## config.mk

```make
export PLATFORM = sky130hd
export DESIGN_NAME = tr_addr_gen
export DESIGN_NICKNAME = d
export VERILOG_FILES = /design/src/rtl/tr_addr_pkg.sv /design/src/rtl/tr_req_check.sv /design/src/rtl/tr_loop_walk.sv /design/src/rtl/tr_trig_gate.sv /design/src/rtl/tr_addr_gen.sv
export SDC_FILE = /design/constraint.sdc
export NUM_CORES = 1
export LEC_CHECK = 0
export BUFFER_PORTS_ARGS = -buffer_cell sky130_fd_sc_hd__buf_2
export CORE_UTILIZATION = 55
export CTS_CLUSTER_DIAMETER = 80
export CTS_CLUSTER_SIZE = 14
export DETAILED_ROUTE_END_ITERATION = 10
export PLACE_DENSITY_LB_ADDON = 0.08
export REMOVE_ABC_BUFFERS = 1
export SLEW_MARGIN = 20
export SYNTH_ARGS = -nofsm -noshare
export SYNTH_HDL_FRONTEND = slang
export SYNTH_SLANG_ARGS = --single-unit
```

## constraint.sdc

```tcl
create_clock -name clk -period 4.2 [get_ports clk]
set_clock_uncertainty 0.15 [all_clocks]
set_input_delay 0.21 -clock clk [delete_from_list [all_inputs] [get_ports clk]]
set_output_delay 0.21 -clock clk [all_outputs]
set_load 0.01 [all_outputs]
```

## src/rtl/tr_addr_pkg.sv

```systemverilog
package tr_addr_pkg;
   localparam int NLVL = 4;

   typedef enum logic [3:0] {
      RS_OK     = 4'd0,
      RS_XFER   = 4'd1,
      RS_ABORT  = 4'd2,
      RS_SUBMIT = 4'd3,
      RS_UNSUP  = 4'd4
   } resp_e;

   typedef enum logic [1:0] {
      TSRC_NONE  = 2'd0,
      TSRC_G0    = 2'd1,
      TSRC_G1    = 2'd2,
      TSRC_LOCAL = 2'd3
   } tsrc_e;
endpackage

```

## src/rtl/tr_req_check.sv

```systemverilog
module tr_req_check
   import tr_addr_pkg::*;
#(
   parameter int CNT_W = 16
) (
   input  logic [3:0]       tr_type,
   input  logic [CNT_W-1:0] cnt0,
   output logic             reject,
   output resp_e            code
);
   always_comb begin
      reject = 1'b1;
      code   = RS_OK;
      if (tr_type > 4'd3)
         code = RS_UNSUP;
      else if (cnt0 == '0)
         code = RS_SUBMIT;
      else
         reject = 1'b0;
   end
endmodule

```

## src/rtl/tr_loop_walk.sv

```systemverilog
module tr_loop_walk
   import tr_addr_pkg::*;
#(
   parameter int ADDR_W = 48,
   parameter int CNT_W  = 16,
   parameter int DIM_W  = 32
) (
   input  logic                        clk,
   input  logic                        rst_n,
   input  logic                        load,
   input  logic [ADDR_W-1:0]           base,
   input  logic [NLVL-1:0][CNT_W-1:0]  n_in,
   input  logic [NLVL-1:1][DIM_W-1:0]  dim_in,
   input  logic                        step,
   output logic [ADDR_W-1:0]           addr,
   output logic [NLVL-1:0]             upto
);
   logic [NLVL-1:0][CNT_W-1:0]  n_q;
   logic [NLVL-1:0][CNT_W-1:0]  c_q;
   logic [NLVL-1:1][DIM_W-1:0]  d_q;
   logic [NLVL-1:1][ADDR_W-1:0] b_q;
   logic [NLVL-1:1][ADDR_W-1:0] sum;
   logic [NLVL-1:0]             last;
   logic [NLVL-1:0]             carry;
   logic                        adv_ok;
   int                          adv_lvl;

   // per-level end detection and carry chain
   always_comb begin
      for (int k = 0; k < NLVL; k++)
         last[k] = (c_q[k] == n_q[k] - CNT_W'(1));
      carry[0] = 1'b1;
      upto[0]  = last[0];
      for (int k = 1; k < NLVL; k++) begin
         carry[k] = upto[k-1];
         upto[k]  = upto[k-1] & last[k];
      end
   end

   // the single level that steps forward on this beat
   always_comb begin
      adv_ok  = 1'b0;
      adv_lvl = 0;
      for (int k = 0; k < NLVL; k++) begin
         if (!adv_ok && carry[k] && !last[k]) begin
            adv_ok  = 1'b1;
            adv_lvl = k;
         end
      end
   end

   generate
      for (genvar k = 1; k < NLVL; k++) begin : g_sum
         assign sum[k] = b_q[k] + ADDR_W'($signed(d_q[k]));
      end
   endgenerate

   assign addr = b_q[1] + ADDR_W'(c_q[0]);

   always_ff @(posedge clk or negedge rst_n) begin
      if (!rst_n) begin
         n_q <= '0;
         c_q <= '0;
         d_q <= '0;
         b_q <= '0;
      end else if (load) begin
         n_q <= n_in;
         d_q <= dim_in;
         c_q <= '0;
         for (int j = 1; j < NLVL; j++)
            b_q[j] <= base;
      end else if (step) begin
         for (int k = 0; k < NLVL; k++)
            if (carry[k])
               c_q[k] <= last[k] ? '0 : c_q[k] + CNT_W'(1);
         for (int j = 1; j < NLVL; j++)
            if (adv_ok && j <= adv_lvl)
               b_q[j] <= sum[adv_lvl];
      end
   end


   innermost_range_chk: assert property (@(posedge clk) disable iff (!rst_n)
      step |-> (c_q[0] < n_q[0]));
endmodule

```

## src/rtl/tr_trig_gate.sv

```systemverilog
module tr_trig_gate (
   input  logic clk,
   input  logic rst_n,
   input  logic run,
   input  logic load,
   input  logic gated,
   input  logic hit,
   input  logic unit_end,
   output logic open
);
   logic pend_q;
   logic unit_q;
   logic take;

   assign take = run && gated && !unit_q && (pend_q || hit) && !load;
   assign open = !gated || unit_q;

   always_ff @(posedge clk or negedge rst_n) begin
      if (!rst_n) begin
         pend_q <= 1'b0;
         unit_q <= 1'b0;
      end else if (take) begin
         unit_q <= 1'b1;
         pend_q <= 1'b0;
      end else begin
         if (hit)
            pend_q <= 1'b1;
         if (load || unit_end)
            unit_q <= 1'b0;
      end
   end


   unit_needs_trig_chk: assert property (@(posedge clk) disable iff (!rst_n)
      $rose(unit_q) |-> $past(pend_q || hit));


   unit_close_cause_chk: assert property (@(posedge clk) disable iff (!rst_n)
      $fell(unit_q) |-> $past(unit_end || load));
endmodule

```

## src/rtl/tr_addr_gen.sv

```systemverilog
module tr_addr_gen
   import tr_addr_pkg::*;
#(
   parameter int ADDR_W = 48,
   parameter int CNT_W  = 16,
   parameter int DIM_W  = 32,
   parameter int CMD_W  = 8
) (
   input  logic              clk,
   input  logic              rst_n,
   input  logic              start,
   input  logic              abort,
   input  logic [3:0]        tr_type,
   input  logic [ADDR_W-1:0] base_addr,
   input  logic [CNT_W-1:0]  icnt0,
   input  logic [CNT_W-1:0]  icnt1,
   input  logic [CNT_W-1:0]  icnt2,
   input  logic [CNT_W-1:0]  icnt3,
   input  logic [DIM_W-1:0]  dim1,
   input  logic [DIM_W-1:0]  dim2,
   input  logic [DIM_W-1:0]  dim3,
   input  logic [1:0]        evt_size,
   input  logic [1:0]        trig_sel,
   input  logic [1:0]        trig_type,
   input  logic [CMD_W-1:0]  cmd_id,
   input  logic [1:0]        glb_trig,
   input  logic              loc_evt,
   output logic              busy,
   output logic              addr_valid,
   input  logic              addr_ready,
   output logic [ADDR_W-1:0] addr,
   output logic              evt,
   output logic              done,
   output logic [3:0]        resp_status,
   output logic [3:0]        resp_info,
   output logic [CMD_W-1:0]  resp_cmd
);
   localparam logic [3:0] INFO_NONE = 4'd0;

   generate
      if (ADDR_W < DIM_W) begin : g_bad_addr
         $error("ADDR_W must be at least DIM_W");
      end
      if (CNT_W < 2) begin : g_bad_cnt
         $error("CNT_W must be at least 2");
      end
      if (CMD_W < 1) begin : g_bad_cmd
         $error("CMD_W must be at least 1");
      end
   endgenerate

   logic [NLVL-1:0][CNT_W-1:0] icnt_arr;
   logic [NLVL-1:0][CNT_W-1:0] n_eff;
   logic [NLVL-1:1][DIM_W-1:0] dims;
   logic [NLVL-1:0]            upto;
   logic                       reject;
   resp_e                      rej_code;
   logic                       accept, load, step, fin, evt_hit, unit_end, hit, open;
   logic [1:0]                 esz_q, ttyp_q, sel_now;
   tsrc_e                      tsel_q;
   logic [CMD_W-1:0]           cmd_q;

   assign icnt_arr = {icnt3, icnt2, icnt1, icnt0};
   assign dims     = {dim3, dim2, dim1};

   // an outer loop outside the type, or with a zero count, runs once
   assign n_eff[0] = icnt0;
   generate
      for (genvar k = 1; k < NLVL; k++) begin : g_eff
         assign n_eff[k] = (tr_type >= 4'(k) && icnt_arr[k] != '0) ? icnt_arr[k] : CNT_W'(1);
      end
   endgenerate

   tr_req_check #(.CNT_W(CNT_W)) u_check (
      .tr_type (tr_type),
      .cnt0    (icnt0),
      .reject  (reject),
      .code    (rej_code)
   );

   assign accept = start && !busy;
   assign load   = accept && !reject;
   assign step   = addr_valid && addr_ready && !abort;
   assign fin    = upto[NLVL-1];

   tr_loop_walk #(.ADDR_W(ADDR_W), .CNT_W(CNT_W), .DIM_W(DIM_W)) u_walk (
      .clk    (clk),
      .rst_n  (rst_n),
      .load   (load),
      .base   (base_addr),
      .n_in   (n_eff),
      .dim_in (dims),
      .step   (step),
      .addr   (addr),
      .upto   (upto)
   );

   assign sel_now = busy ? tsel_q : trig_sel;
   always_comb begin
      case (tsrc_e'(sel_now))
         TSRC_G0:    hit = glb_trig[0];
         TSRC_G1:    hit = glb_trig[1];
         TSRC_LOCAL: hit = loc_evt;
         default:    hit = 1'b0;
      endcase
   end

   always_comb begin
      case (esz_q)
         2'd1:    evt_hit = upto[0];
         2'd2:    evt_hit = upto[1];
         2'd3:    evt_hit = upto[2];
         default: evt_hit = 1'b0;
      endcase
   end

   assign unit_end = step && upto[ttyp_q];

   tr_trig_gate u_gate (
      .clk      (clk),
      .rst_n    (rst_n),
      .run      (busy),
      .load     (load),
      .gated    (tsel_q != TSRC_NONE),
      .hit      (hit),
      .unit_end (unit_end),
      .open     (open)
   );

   assign addr_valid = busy && open;

   always_ff @(posedge clk or negedge rst_n) begin
      if (!rst_n) begin
         busy        <= 1'b0;
         evt         <= 1'b0;
         done        <= 1'b0;
         resp_status <= RS_OK;
         resp_info   <= INFO_NONE;
         resp_cmd    <= '0;
         esz_q       <= '0;
         ttyp_q      <= '0;
         tsel_q      <= TSRC_NONE;
         cmd_q       <= '0;
      end else begin
         evt  <= 1'b0;
         done <= 1'b0;
         if (accept) begin
            if (reject) begin
               done        <= 1'b1;
               resp_status <= rej_code;
               resp_info   <= INFO_NONE;
               resp_cmd    <= cmd_id;
            end else begin
               busy   <= 1'b1;
               esz_q  <= evt_size;
               ttyp_q <= trig_type;
               tsel_q <= tsrc_e'(trig_sel);
               cmd_q  <= cmd_id;
            end
         end else if (busy) begin
            if (abort) begin
               busy        <= 1'b0;
               done        <= 1'b1;
               resp_status <= RS_ABORT;
               resp_info   <= INFO_NONE;
               resp_cmd    <= cmd_q;
            end else if (step) begin
               if (evt_hit)
                  evt <= 1'b1;
               if (fin) begin
                  busy        <= 1'b0;
                  done        <= 1'b1;
                  resp_status <= RS_OK;
                  resp_info   <= INFO_NONE;
                  resp_cmd    <= cmd_q;
                  if (esz_q == 2'd0)
                     evt <= 1'b1;
               end
            end
         end
      end
   end


   stall_hold_chk: assert property (@(posedge clk) disable iff (!rst_n)
      (addr_valid && !addr_ready && !abort) |=> (addr_valid && $stable(addr)));


   zero_count_rej_chk: assert property (@(posedge clk) disable iff (!rst_n)
      (start && !busy && tr_type <= 4'd3 && icnt0 == '0) |=> (done && resp_status == 4'd3 && !busy));


   bad_type_rej_chk: assert property (@(posedge clk) disable iff (!rst_n)
      (start && !busy && tr_type > 4'd3) |=> (done && resp_status == 4'd4 && !busy));


   abort_resp_chk: assert property (@(posedge clk) disable iff (!rst_n)
      (busy && abort) |=> (done && resp_status == 4'd2 && !busy && !addr_valid));


   ok_after_beat_chk: assert property (@(posedge clk) disable iff (!rst_n)
      (done && resp_status == 4'd0) |-> $past(addr_valid && addr_ready && !abort));


   evt_after_beat_chk: assert property (@(posedge clk) disable iff (!rst_n)
      evt |-> $past(addr_valid && addr_ready && !abort));


   busy_start_ignored_chk: assert property (@(posedge clk) disable iff (!rst_n)
      (busy && start && !abort && !(addr_valid && addr_ready)) |=> busy);
endmodule

```

**Word-level counts from Yosys, hierarchy flattened**

Index checks and enable logic that the tools add are counted.

- Flip-flop bits (word level): 403

- $add $sub $neg: 12
- Order comparisons: 9
- Equality and inequality tests: 12
- Multiplexer cells: 75
- Bitwise operators: 4
- Reductions and logical operators: 61

Operator list:

| kind | count |
|---|---|
| 2-to-1 mux 144 bit | 2 |
| 2-to-1 mux 48 bit | 5 |
| 2-to-1 mux 16 bit | 10 |
| adder 48 bit | 3 |
| 2-to-1 mux 64 bit | 2 |
| binary-select mux 48 bit (select 2 bit) | 1 |
| adder 16 x 1 -> 16 bit (second input constant) | 4 |
| == test 16 bit | 4 |
| subtractor 16 x 1 -> 16 bit (second input constant) | 4 |
| adder 48 x 16 -> 48 bit | 1 |
| 2-to-1 mux 8 bit | 6 |
| nonzero test 16 bit | 3 |
| 2-to-1 mux 4 bit | 11 |
| 2-to-1 mux 1 bit | 31 |
| nonzero test 2 bit | 11 |
| logical AND 1 bit | 21 |
| zero test 16 bit | 1 |
| AND reduction 2 bit | 7 |
| zero test 1 bit | 11 |
| == test 2 bit (second input constant) | 4 |
| >= comparator 4 x 2 -> 1 bit (second input constant) | 2 |
| 2-to-1 mux 2 bit | 4 |
| < comparator 2 x 3 -> 1 bit (second input constant) | 2 |
| one-hot mux 1 bit (3 select lines) | 2 |
| 13 further kinds | 21 |

**Longest topological paths before layout**

- Depth in word-level cells: 19
- Mapped depth: 17

**Modules after synthesis**

A second synthesis with hierarchy kept.

- Cell total of the unflattened synthesis: 3225
- Area, all modules: 29701.0 um^2

By module, submodules not included:

| module | times used | cells each | area each (um^2) | sequential area each (um^2) |
|---|---|---|---|---|
| tr_loop_walk | 1 | 3030 | 27498.9 | 9208.8 |
| tr_addr_gen | 1 | 175 | 2038.2 | 725.7 |
| tr_trig_gate | 1 | 9 | 91.3 | 50.0 |
| tr_req_check | 1 | 11 | 72.6 | 0.0 |

**Worst setup path before layout**

No wires, ideal clock.

- Path type: register to register
- Start: reg u_walk.n_q[50] (netlist name)
- End: reg u_walk.b_q[99] (netlist name)
- Arrival time: 3.667 ns
- Data required time: 3.925 ns
- Slack: 0.258 ns
- Cell stages (with the launch flop): 14
- Buffers on the path: 3
- Period minus slack after synthesis: 3.942 ns
- Path through: dfrtp_1 > or3_1 > buf_2 > or4_4 > or3_1 > and2_1 > or4_1 > buf_2 > a31oi_4 > buf_6 > mux2i_1 > o221ai_1 > o21a_1 > mux2_2

- Longest elaborated chain between the ends: 11
- Elaborated cells between the ends (all ways): 16

Ends and longest elaborated chain:

| element | RTL line | text |
|---|---|---|
| start, declared | tr_loop_walk.sv:18 | `logic [NLVL-1:0][CNT_W-1:0] n_q;` |
| start signal, assigned | tr_loop_walk.sv:67 | `n_q <= n_in;` |
| subtractor 16 x 1 -> 16 bit (*) | tr_loop_walk.sv:31 | `last[k] = (c_q[k] == n_q[k] - CNT_W'(1));` |
| == test 16 bit (*) | tr_loop_walk.sv:31 |  |
| zero test 1 bit (*) | tr_loop_walk.sv:45 | `if (!adv_ok && carry[k] && !last[k]) begin` |
| logical AND 1 bit (*) | tr_loop_walk.sv:45 |  |
| 2-to-1 mux 2 bit | tr_loop_walk.sv:45 |  |
| binary-select mux 48 bit (select 2 bit) | tr_loop_walk.sv:78 | `b_q[j] <= sum[adv_lvl];` |
| 2-to-1 mux 48 bit (implied by the code) (2 in series) | tr_loop_walk.sv:78 |  |
| 2-to-1 mux 48 bit | tr_loop_walk.sv:77 | `if (adv_ok && j <= adv_lvl)` |
| 2-to-1 mux 144 bit | tr_loop_walk.sv:72 | `end else if (step) begin` |
| 2-to-1 mux 144 bit | tr_loop_walk.sv:66 | `end else if (load) begin` |
| end signal, assigned by index | tr_loop_walk.sv:71 | `b_q[j] <= base;` |
| end signal, assigned by index | tr_loop_walk.sv:78 |  |
| end, declared | tr_loop_walk.sv:21 | `logic [NLVL-1:1][ADDR_W-1:0] b_q;` |

Mark *: on every way between the ends. The rest lies on a longest branch, timed or not. The select of a mux whose other input is x is not followed.
A chain may end at the register's enable or synchronous reset.

**Worst setup path after layout**

- Start: reg u_walk.b_q[0] (netlist name)
- End: out addr[32]

- Longest elaborated chain between the ends: 1

Ends and longest elaborated chain:

| element | RTL line | text |
|---|---|---|
| adder 48 x 16 -> 48 bit | tr_loop_walk.sv:58 | `assign addr = b_q[1] + ADDR_W'(c_q[0]);` |
| end, declared | tr_addr_gen.sv:31 | `output logic [ADDR_W-1:0] addr,` |

No other way between the ends.

==> flow_summary.yaml <==
run_status:
  status: "completed"
setup_path:
  cp-end-kind: "output pin"
  crit_fanout: 4
  regToRegSetupSlack_ns: 0.13
  cp.arrival_ns: 3.78
  cp-endpoint: "addr[32]"
  worstPathCellList: "ha_2, inv_1, fa_2, nor2b_1, o21a_1, o21ai_2, a211oi_2, o31a_1, a211o_1, a21oi_4, nor2_2, buf_6, buf_4, and3_1, xor2_1, buf_2"
  critPathKind: "reg2out"
  cp-startpoint: "u_walk.b_q[0]"
  r2r-start: "u_walk.n_q[49]"
  cp.required_ns: 3.84
  max_stage_delay_ns: 0.39
  ff2ff_path_depth: 10
  cp_slowest_cell: "dfrtp_1"
  start_kind: "flop"
  rr_endpoint: "u_walk.b_q[107]"
timing:
  worst_pin_slew_ns: 0.902
  slew_headroom_pct: 39.9
  setup_violations: 0
  fin_crit_ns: 4.14
  tns_ns: 0
  clock.fmax_mhz: 242
  timing.final.crit_share_pct: 98.5
  final_hold_viol_count: 0
  layout_setup_ws_ns: 0.0647
  slew_viol_final: 0
placement:
  dp_slack_ns: -0.0337
  port_buffers: 296
  gp_congestion: 1.03
  dpl.hpwl_um: 82800
routing:
  dr_total_vias: 31600
  via_per_inst: 6.34
  drt_iter0_markers: 3099
  ant_nets: 0
  wire_per_inst_um: 22.8
  totalWireLength_um: 114000
  drtPass1Iterations: 8
  drc: 0
layout:
  num-nets-final: 4680
  final_util_pct: 70.5
  drive_above_1_share_pct: 17.4
  nFillCells: 4177
  area_delta_synth_final_pct: 26.7
pwr:
  power.leakage_nw: 17.6
  pwr_density_cell_nw_per_um2: 445
  power_mw: 16.5
  ir_drop_mv: 0.405
grt:
  grt_overflow: 0
  grt_max_degree: 109
  grtUsageTotal_pct: 41.3
  grt_pass1_wl_um: 173000
  grt_pass1_vias: 30900
  antenna_found_initial: 3
synthesis:
  synth-seq-area-share_pct: 34.1
  synthTopCellsByArea: "dfrtp_1 34%, nand2_1 9.3%, ha_1 7.1%, xnor2_1 4.8%, a21oi_1 4.8%"
  async_flop_share_pct: 100
  yosysMostFrequentCell: "nand2_1"
  yosysUniqueCellTypes: 93
  synthFlopType: "dfrtp_1"
  synth.top_cell.area_share_pct: 34.1
  yosysWarnings: 0
  ys_seq_elements: 398
  synth_cells: 3611
  syn-mean-instance-area_um2: 8.09
  synth_top_cell_by_area: "dfrtp_1"
  syn_area_um2: 29200
  synth-edff-count: 0
  synth_commonest_cells: "724 x nand2_1, 398 x dfrtp_1, 278 x a21oi_1, 244 x nor2_1, 238 x o21ai_0"
clock_tree:
  clock_latency_ns: 0.59
  clk_path_buf_depth: 3
  path_clk_slew_ns: 0.07
  cts-htree-levels: 2
  clock-root-buffer: "clkbuf_16"
  cts_buffers: 38
  cts_tree: "yes"
  clock-sinks: 398
flow_run:
  cap_violations: 0
die:
  fp.dieW_um: 233
  io_pins: 302
  die_area_um2: 54100
  fp-row-count: 84
  core_um2: 52600
  start_util_pct: 55.6
  die_h_um: 233
worst_hold_path:
  hp-start: "loc_evt"
  hold_path_class: "in2reg"
## where the power goes
group | switching (mW) | internal (mW)
Clock | 1.65 | 1.89
Sequential | 0.732 | 4.48
Combinational | 4.48 | 3.26
## critical path, delay by kind of cell, from the launching register on
kind / cells / cell delay, ns
AOI/OAI and AO/OA: 6 / 1.37
buffers and inverters: 4 / 0.51
xor gates and xnor gates: 1 / 0.20
and+or+nand+nor: 3 / 0.30
adders and majority gates: 2 / 0.42
DFF: 1 / 0.39
## kinds of logic after synthesis
group                    count (synthesis)  synth area share (%)
AND/OR/NAND/NOR                       1449                  22.6
AO/OA/AOI/OAI                         1034                  22.7
flip-flops                             398                  34.1
XOR/XNOR                               274                  8.21
buffers and inverters                  240                  3.37
adder cells (fa/ha/maj)                169                  7.34
multiplexers                            46                  1.64
other                                    1                0.0128
## timing repair
action                                 4_1_cts  5_1_grt
hold buffers                               227        1
setup buffers                                3       11
gates resized for setup                     18       77
endpoints found under the hold margin      410        3
pin swaps                                    5       14
setup endpoints to repair                   44      202
## layer usage
metal	global-route usage (%)	routed length, um	part of all wire, %
met5	0	0	0
met4	23.7	6890	6.1
met3	7.12	9760	8.6
met2	66.5	52400	46
met1	52.2	44700	39
## placed cells by master (no fill, tap or decap), drive strengths merged, types with 23 or more instances in the layout
cell type / synthesis / routed
nand2: 726 / 726
o21bai: 23 / 23
a211oi: 36 / 36
o22ai: 23 / 23
buf: 38 / 569
o211ai: 35 / 35
nand2b: 42 / 42
nor4: 34 / 34
mux2i: 31 / 31
dfrtp: 398 / 398
a21o: 82 / 82
a22o: 38 / 38
xnor2: 159 / 159
and2: 27 / 27
a21oi: 280 / 280
a31oi: 52 / 52
nor2b: 24 / 24
o31ai: 33 / 33
nor2: 245 / 245
or3: 31 / 31
ha: 165 / 165
nand4: 59 / 59
nor3: 59 / 59
o21ai: 275 / 275
nand3: 72 / 72
dlygate4sd3: 0 / 228
clkbuf: 137 / 45
xor2: 115 / 115
and3: 58 / 58
inv: 65 / 68
## layout make-up
| class | count | area [um2] | area share (%) |
|---|---|---|---|
| Multi-Input combinational cell | 2977 | 18700 | 50.4 |
| Sequential cell | 398 | 9960 | 26.9 |
| Timing Repair Buffer | 797 | 6110 | 16.5 |
| Clock buffer | 45 | 1040 | 2.80 |
| Tap cell | 688 | 861 | 2.32 |
| Inverter | 65 | 244 | 0.659 |
| Clock inverter | 11 | 134 | 0.362 |
| Antenna cell | 1 | 2.50 | 0.00676 |
## sequential cells by signal, summed over array words and instances (netlist names)
signal         count
busy               1
cmd_q              8
done               1
esz_q              2
evt                1
resp_cmd           8
resp_status        3
tsel_q             2
ttyp_q             2
u_gate.pend_q      1
u_gate.unit_q      1
u_walk.b_q       144
u_walk.c_q        64
u_walk.d_q        96
u_walk.n_q        64
## through the flow
stage | cells | cell area (um2) | hold slack (ns)
CTS | 4969 | 36600 | 0.00138
global route | 4982 | 37000 | 0.0975
floorplan | 3440 | 28500 | -0.236
finish | 4982 | 37000 | 0.0455
global placement | 4683 | 33100 | 0.169
detailed placement | 4683 | 33100 | 0.199
## worst min-delay path by stage
stage | endpoint | slack, ns | cells past startpoint
finish | u_gate.pend_q | 0.05 | 4
global placement | u_walk.n_q[25] | 0.17 | 1
CTS | u_walk.b_q[4] | 0.001 | 4
global route | u_gate.pend_q | 0.1 | 4
floorplan | busy | -0.24 | 0
detailed placement | u_walk.n_q[25] | 0.20 | 1
Power figures use the tool's default switching activity.
